--- config.mk ---
export PLATFORM = sky130hd
export DESIGN_NAME = opnd_resolver
export DESIGN_NICKNAME = d
export VERILOG_FILES = /design/src/rtl/opnd_pkg.sv /design/src/rtl/opnd_mode_lut.sv /design/src/rtl/opnd_wr_route.sv /design/src/rtl/opnd_resolver.sv
export SDC_FILE = /design/constraint.sdc
export NUM_CORES = 1
export LEC_CHECK = 0
export BUFFER_PORTS_ARGS = -buffer_cell sky130_fd_sc_hd__buf_2
export CAP_MARGIN = 30
export CORE_UTILIZATION = 45
export DETAILED_ROUTE_END_ITERATION = 12
export PLACE_DENSITY = 0.71
export SLEW_MARGIN = 20
export SYNTH_ARGS = -nofsm -noshare
export SYNTH_HDL_FRONTEND = slang
export SYNTH_HIERARCHICAL = 1
export SYNTH_SLANG_ARGS = --single-unit
--- constraint.sdc ---
create_clock -name clk -period 5.3 [get_ports clk]
set_input_delay 1.06 -clock clk [delete_from_list [all_inputs] [get_ports clk]]
set_output_delay 1.06 -clock clk [all_outputs]
set_load 0.02 [all_outputs]
--- src/rtl/opnd_pkg.sv ---
package opnd_pkg;
    localparam int OPC_W  = 6;
    localparam int RIDX_W = 3;

    typedef enum logic [3:0] {
        MK_REG, MK_IND, MK_IDX, MK_POP, MK_PEEK, MK_PUSH,
        MK_SP, MK_PC, MK_OV, MK_NWIND, MK_NWLIT, MK_SLIT
    } mkind_e;

    typedef struct packed {
        mkind_e kind;
        logic   nw;   // needs extra word at PC
        logic   rd;   // needs operand read from memory
        logic   mem;  // operand lives in memory
        logic   lit;  // operand is a literal
    } mdesc_t;

    typedef enum logic [2:0] {
        WK_NONE = 3'd0, WK_REG = 3'd1, WK_MEM = 3'd2,
        WK_SP   = 3'd3, WK_PC  = 3'd4, WK_OV  = 3'd5
    } wkind_e;

    typedef enum logic [1:0] {S_IDLE, S_FETCH, S_READ, S_FIN} st_e;
endpackage

--- src/rtl/opnd_mode_lut.sv ---
module opnd_mode_lut
    import opnd_pkg::*;
(
    input  logic [OPC_W-1:0] code_i,
    output mdesc_t           desc_o
);
    always_comb begin
        desc_o = '{kind: MK_REG, nw: 1'b0, rd: 1'b0, mem: 1'b0, lit: 1'b0};
        if (code_i[5]) begin
            desc_o.kind = MK_SLIT;
            desc_o.lit  = 1'b1;
        end else begin
            unique case (code_i[4:3])
                2'd0: desc_o.kind = MK_REG;
                2'd1: begin
                    desc_o.kind = MK_IND;
                    desc_o.rd   = 1'b1;
                    desc_o.mem  = 1'b1;
                end
                2'd2: begin
                    desc_o.kind = MK_IDX;
                    desc_o.nw   = 1'b1;
                    desc_o.rd   = 1'b1;
                    desc_o.mem  = 1'b1;
                end
                default: begin
                    unique case (code_i[2:0])
                        3'd0: begin desc_o.kind = MK_POP;  desc_o.rd = 1'b1; desc_o.mem = 1'b1; end
                        3'd1: begin desc_o.kind = MK_PEEK; desc_o.rd = 1'b1; desc_o.mem = 1'b1; end
                        3'd2: begin desc_o.kind = MK_PUSH; desc_o.rd = 1'b1; desc_o.mem = 1'b1; end
                        3'd3: desc_o.kind = MK_SP;
                        3'd4: desc_o.kind = MK_PC;
                        3'd5: desc_o.kind = MK_OV;
                        3'd6: begin
                            desc_o.kind = MK_NWIND;
                            desc_o.nw   = 1'b1;
                            desc_o.rd   = 1'b1;
                            desc_o.mem  = 1'b1;
                        end
                        default: begin
                            desc_o.kind = MK_NWLIT;
                            desc_o.nw   = 1'b1;
                            desc_o.lit  = 1'b1;
                        end
                    endcase
                end
            endcase
        end
    end
endmodule

--- src/rtl/opnd_wr_route.sv ---
module opnd_wr_route
    import opnd_pkg::*;
#(
    parameter int DW = 16
) (
    input  logic          en_i,
    input  mdesc_t        desc_i,
    input  logic [DW-1:0] ea_i,
    input  logic [DW-1:0] data_i,
    output wkind_e        kind_o,
    output logic [DW-1:0] addr_o,
    output logic [DW-1:0] data_o
);
    always_comb begin
        kind_o = WK_NONE;
        addr_o = ea_i;
        data_o = data_i;
        if (en_i && !desc_i.lit) begin
            if (desc_i.mem) begin
                kind_o = WK_MEM;
            end else begin
                unique case (desc_i.kind)
                    MK_REG:  kind_o = WK_REG;
                    MK_SP:   kind_o = WK_SP;
                    MK_PC:   kind_o = WK_PC;
                    MK_OV:   kind_o = WK_OV;
                    default: kind_o = WK_NONE;
                endcase
            end
        end
    end
endmodule

--- src/rtl/opnd_resolver.sv ---
module opnd_resolver
    import opnd_pkg::*;
#(
    parameter int DW = 16
) (
    input  logic              clk,
    input  logic              rst_n,
    input  logic              start_i,
    input  logic [OPC_W-1:0]  code_i,
    output logic [RIDX_W-1:0] reg_idx_o,
    input  logic [DW-1:0]     reg_data_i,
    input  logic [DW-1:0]     sp_i,
    input  logic [DW-1:0]     pc_i,
    input  logic [DW-1:0]     ov_i,
    output logic              mem_req_o,
    output logic [DW-1:0]     mem_addr_o,
    input  logic              mem_rvalid_i,
    input  logic [DW-1:0]     mem_rdata_i,
    output logic              pc_inc_o,
    output logic              sp_upd_o,
    output logic [DW-1:0]     sp_nxt_o,
    output logic              done_o,
    output logic [DW-1:0]     ea_o,
    output logic [DW-1:0]     value_o,
    output logic              is_mem_o,
    output logic              is_lit_o,
    output logic              xcyc_o,
    input  logic              wb_i,
    input  logic [DW-1:0]     wb_data_i,
    output logic [2:0]        wr_kind_o,
    output logic [DW-1:0]     wr_addr_o,
    output logic [DW-1:0]     wr_data_o
);
    localparam int SLIT_W = OPC_W - 1;

    typedef struct packed {
        st_e           st;
        mdesc_t        md;
        logic [DW-1:0] regv;
        logic [DW-1:0] pc;
        logic [DW-1:0] ea;
        logic [DW-1:0] val;
        logic [DW-1:0] spn;
        logic          have;
    } ctx_t;

    ctx_t   ctx_d, ctx_q;
    mdesc_t desc_in;
    wkind_e wk;

    opnd_mode_lut u_lut (
        .code_i (code_i),
        .desc_o (desc_in)
    );

    assign reg_idx_o = code_i[RIDX_W-1:0];

    always_comb begin
        ctx_d = ctx_q;
        unique case (ctx_q.st)
            S_IDLE: begin
                if (start_i) begin
                    ctx_d.md   = desc_in;
                    ctx_d.regv = reg_data_i;
                    ctx_d.pc   = pc_i;
                    ctx_d.spn  = sp_i;
                    ctx_d.have = 1'b0;
                    ctx_d.ea   = '0;
                    ctx_d.val  = '0;
                    unique case (desc_in.kind)
                        MK_REG: begin
                            ctx_d.ea  = DW'(code_i[RIDX_W-1:0]);
                            ctx_d.val = reg_data_i;
                        end
                        MK_IND:  ctx_d.ea = reg_data_i;
                        MK_POP: begin
                            ctx_d.ea  = sp_i;
                            ctx_d.spn = sp_i + DW'(1);
                        end
                        MK_PEEK: ctx_d.ea = sp_i;
                        MK_PUSH: begin
                            ctx_d.ea  = sp_i - DW'(1);
                            ctx_d.spn = sp_i - DW'(1);
                        end
                        MK_SP:   ctx_d.val = sp_i;
                        MK_PC:   ctx_d.val = pc_i;
                        MK_OV:   ctx_d.val = ov_i;
                        MK_SLIT: ctx_d.val = DW'(code_i[SLIT_W-1:0]);
                        default: ;
                    endcase
                    if (desc_in.nw)      ctx_d.st = S_FETCH;
                    else if (desc_in.rd) ctx_d.st = S_READ;
                    else                 ctx_d.st = S_FIN;
                end
            end
            S_FETCH: begin
                if (mem_rvalid_i) begin
                    unique case (ctx_q.md.kind)
                        MK_IDX: begin
                            ctx_d.ea = mem_rdata_i + ctx_q.regv;
                            ctx_d.st = S_READ;
                        end
                        MK_NWIND: begin
                            ctx_d.ea = mem_rdata_i;
                            ctx_d.st = S_READ;
                        end
                        default: begin
                            ctx_d.val = mem_rdata_i;
                            ctx_d.st  = S_FIN;
                        end
                    endcase
                end
            end
            S_READ: begin
                if (mem_rvalid_i) begin
                    ctx_d.val = mem_rdata_i;
                    ctx_d.st  = S_FIN;
                end
            end
            default: begin
                ctx_d.have = 1'b1;
                ctx_d.st   = S_IDLE;
            end
        endcase
    end

    always_ff @(posedge clk) begin
        if (!rst_n) begin
            ctx_q <= '{st: S_IDLE, md: '{kind: MK_REG, nw: 1'b0, rd: 1'b0, mem: 1'b0, lit: 1'b0},
                       default: '0};
        end else begin
            ctx_q <= ctx_d;
        end
    end

    assign mem_req_o  = (ctx_q.st == S_FETCH) || (ctx_q.st == S_READ);
    assign mem_addr_o = (ctx_q.st == S_FETCH) ? ctx_q.pc : ctx_q.ea;
    assign pc_inc_o   = (ctx_q.st == S_FETCH) && mem_rvalid_i;
    assign done_o     = (ctx_q.st == S_FIN);
    assign sp_upd_o   = done_o && ((ctx_q.md.kind == MK_POP) || (ctx_q.md.kind == MK_PUSH));
    assign sp_nxt_o   = ctx_q.spn;
    assign ea_o       = ctx_q.ea;
    assign value_o    = ctx_q.val;
    assign is_mem_o   = ctx_q.md.mem;
    assign is_lit_o   = ctx_q.md.lit;
    assign xcyc_o     = ctx_q.md.nw;

    opnd_wr_route #(.DW(DW)) u_route (
        .en_i   (wb_i && (ctx_q.st == S_IDLE) && ctx_q.have),
        .desc_i (ctx_q.md),
        .ea_i   (ctx_q.ea),
        .data_i (wb_data_i),
        .kind_o (wk),
        .addr_o (wr_addr_o),
        .data_o (wr_data_o)
    );
    assign wr_kind_o = wk;

    AST_DONE_PULSE: assert property (@(posedge clk) disable iff (!rst_n)
        done_o |=> !done_o);
    AST_REQ_HOLD: assert property (@(posedge clk) disable iff (!rst_n)
        (mem_req_o && !mem_rvalid_i) |=> (mem_req_o && $stable(mem_addr_o)));
    AST_LIT_NO_WRITE: assert property (@(posedge clk) disable iff (!rst_n)
        is_lit_o |-> (wr_kind_o == 3'd0));
    AST_PCINC_XCYC: assert property (@(posedge clk) disable iff (!rst_n)
        pc_inc_o |-> xcyc_o);
    AST_PCINC_SINGLE: assert property (@(posedge clk) disable iff (!rst_n)
        pc_inc_o |=> !pc_inc_o);
    AST_SPUPD_MEM: assert property (@(posedge clk) disable iff (!rst_n)
        sp_upd_o |-> (is_mem_o && done_o));
    AST_LIT_NOT_MEM: assert property (@(posedge clk) disable iff (!rst_n)
        done_o |-> !(is_lit_o && is_mem_o));
endmodule

# [After elaboration in Yosys (flattened, before gate mapping)]
# Index checks and enable logic that the tools add are counted.
[totals] ff_bits=91 inputBits=107 output_inout_bits=109 elab_cells=108
[classes] reduce_logical=29 addsub=3 n_bitwise=1 mux=32 n_eq_ne=31
[ops] op="$pmux 16 s2" n=3
[ops] op="$mux 91" n=1
[ops] op="$pmux 16 s5" n=1
[ops] op="$pmux 16 s4" n=1
[ops] op="$mux 16" n=3
[ops] op="$pmux 16 s3" n=1
[ops] op="$mux 32" n=1
[ops] op="$eq 4x3->1 const B" n=7
[ops] op="$pmux 4 s7" n=1
[ops] op="$add 16x1->16 const B" n=1
[ops] op="$add 16x16->16" n=1
[ops] op="$eq 4x4->1 const B" n=4
[ops] op="$sub 16x1->16 const B" n=1
[ops] op="$eq 4x2->1 const B" n=3
[ops] op="$pmux 3 s4" n=1
[ops] op="$pmux 4 s3" n=1
[ops] op="$reduce_or 2->1" n=5
[ops] op="$eq 3x3->1 const B" n=3
[ops] op="$mux 3" n=3
[ops] op="$logic_not 4->1" n=2
[ops] op="$mux 2" n=4
[ops] op="$ne 2x2->1 const B" n=4
[ops] op="$reduce_or 7->1" n=1
[ops] op="$eq 2x2->1 const B" n=3
[ops] op="25 further kinds" n=40

# [Logic depth before layout (Yosys ltp)]
[logic_depth] word_depth=9 depth_mapped=12 mapped_depth_nobuf=10

# [Cells and area by module]
# The synthesis kept the hierarchy.
[modules_own_cells] module="opnd_resolver" n_inst=1 cells_each=890 seq_area_each_um2=1821.7 area_per_inst_um2=6721.4
[modules_own_cells] module="opnd_wr_route" n_inst=1 cells_each=42 seq_area_each_um2=0.0 area_per_inst_um2=311.5
[modules_own_cells] module="opnd_mode_lut" n_inst=1 cells_each=28 seq_area_each_um2=0.0 area_per_inst_um2=220.2

# [Worst setup path before layout]
# No wires, ideal clock.
[synth_timing] path_kind="input to register" from="input port code_i[3]" to="register ctx_q (netlist bit ea_o[6])" cell_stages=10 setup_ns=0.136 setup_slack_ns=2.073 arrival_time_ns=3.090 required_ns=5.164 n_path_buf=2 path_cell_list="ha_1 or2_1 a21o_1 nor4bb_1 buf_2 or2_2 clkbuf_1 a221o_1 a22oi_1 a31oi_1"
[synth_lines] item="from (decl)" line_no="opnd_resolver.sv:9" source="input logic [OPC_W-1:0] code_i,"
[synth_lines] item="to (signal assigned)" line_no="opnd_resolver.sv:129" source="ctx_q <= '{st: S_IDLE, md: '{kind: MK_REG, nw: 1'b0, rd: 1'b0, mem: 1'b0, lit: 1'b0},"
[synth_lines] item="to (signal assigned)" line_no="opnd_resolver.sv:132" source="ctx_q <= ctx_d;"
[synth_lines] item="to (decl)" line_no="opnd_resolver.sv:47" source="ctx_t ctx_d, ctx_q;"

==> impl_metrics.toml <==
[finish]
fin_area_um2 = 7930
mostFrequentLayoutCell = "buf_2"
nets = 1144
syn_to_final_growth_pct = 9.77
ff_latch_area_um2 = 1800
drive_above_1_share_pct = 25.4
layout_common_cells = "buf_2, nand2_1, a21oi_1"
antenna_cells = 0
layout.cells.non_filler = 1227
fill_cells = 1574
multi_input_area_um2 = 4440

[clock_tree]
cts_tree = "done"
post_cts_buffers = 0
cts_buffer_depth = 2
cts.sinks = 90
clkLatencyLatePin_ns = 0.36
path_clk_slew_ns = 0.07
ctsHoldBuffers = 0
root_buffer = "clkbuf_16"
cts_made_buffers = 9
cts_resized = 0
cts-htree-levels = 3

[timing]
max_freq_mhz = 268
drv_slew = 0
whs_ns = 0.450
skew_ns = 0.00761
setup_violations = 0
final-hold-violation-count = 0
worstMarginPinSlew_ns = 0.903
fin_crit_sh_pct = 70.3
maxSlewHeadroom_pct = 39.7
tns_ns = 0
rsz0062_at_grt = "no"
fin_crit_ns = 3.73

[floorplanning]
die_area_um2 = 16600
start_util_pct = 46.8
core_area_um2 = 15400
ioPinCount = 216
die_width_um = 129
die_h_um = 129
rows = 45

[run]
cap_violations = 0

[hold_path]
hold_class = "reg -> reg"

[setup_path]
cp_slowest_stage_delay_ns = 0.61
worst_ep_required_time_ns = 5.55
cp.arrival_ns = 3.98
critPathBufInv = 2
crit_fanout = 18
cp_top_family = "simple AND/OR/NAND/NOR gates"
crit_type = "in -> reg"
startpoint_type = "input port"
slowest_stage = "nand4bb_1"
path_cells = "buf_2, ha_1, nand2b_1, nor3_2, buf_4, nand4bb_1, or2_1, o41ai_2, xnor2_1, o21ai_1"
cp-end-kind = "flop"

[pwr]
p_leak_nw = 3.33
power.density_nw_per_um2 = 468
power_w = 0.00371
peakVddDrop_v = 0.000240

[drt]
vias = 7330
ant_nets = 0
viasPerCell = 5.97
drc = 0
dr.pass1.iters = 7
routed_wl_mm = 24.3
drt-initial-drc-count = 1007
wire_per_inst_um = 19.8

[yosys]
synthCells = 956
synth_area_per_cell_um2 = 7.55
ys_warn_count = 6
synth_area_um2 = 7220
synth_nets = 1089

[global_route]
antenna_found_initial = 1
grt_pass1_wl_mm = 37.1
track_usage_pct = 29.5
grt_overflow = 0
grt_max_degree = 44
grt_pass1_vias = 6443

[placement]
dp.cells = 1208
placed_area_um2 = 7580
portBuffers = 183
hpwl_mm = 18.3
gp_congestion = 0.921

[run_status]
status = "complete, no violations"
[per-layer routing]
metal | vias up | wire length, µm | global-route usage (%)
li1 | 3497 | - | -
met1 | 3372 | 10900 | 43.4
met2 | 422 | 10300 | 43.1
met3 | 39 | 2690 | 6.36
met4 | 0 | 373 | 7.54
met5 | - | 0 | 0
[worst min-delay path, stage by stage, from the launching register on]
cell and delay (ns):
dfxtp_1 0.31, nand2_1 0.05, a21oi_1 0.05
[per-stage QoR]
| step | setup slack [ns] | util [%] |
|---|---|---|
| after floorplan | 2.07 | - |
| final | 1.57 | 51.4 |
| after CTS | 1.43 | 51.1 |
| after detailed placement | 1.04 | 49.1 |
| after global routing | 1.29 | 51.4 |
| after global placement | 1.13 | 49.0 |
[sequential cells by signal, summed over array words and instances, names as in the netlist]
name / cells
is_mem_o: 1
value_o: 16
sp_nxt_o: 16
xcyc_o: 1
is_lit_o: 1
ctx_q: 39
ea_o: 16
[cell type report]
cell class / count / area share, %
Multi-Input combinational cell: 695 / 56.0
Sequential cell: 90 / 22.7
Timing Repair Buffer: 198 / 13.3
Tap cell: 211 / 3.33
Clock buffer: 9 / 2.84
Clock inverter: 7 / 1.04
Inverter: 17 / 0.805
[power breakdown]
part,internal [W],switching (W),total (W)
registers,0.000882,0.000175,0.00106
logic,0.000669,0.00130,0.00196
clock network,0.000374,0.000313,0.000687
total,0.00193,0.00178,0.00371
[worst paths after layout]
kind,slack [ns],depth (start not counted),end,start
max,1.57,10,sp_nxt_o[13],code_i[4]
min,0.45,2,ctx_q[64],ctx_q[64]
max reg2reg,2.17,8,ea_o[13],ctx_q[90]
min reg2reg,0.45,2,ctx_q[64],ctx_q[64]
No activity file was read; power rests on OpenSTA's default activity.
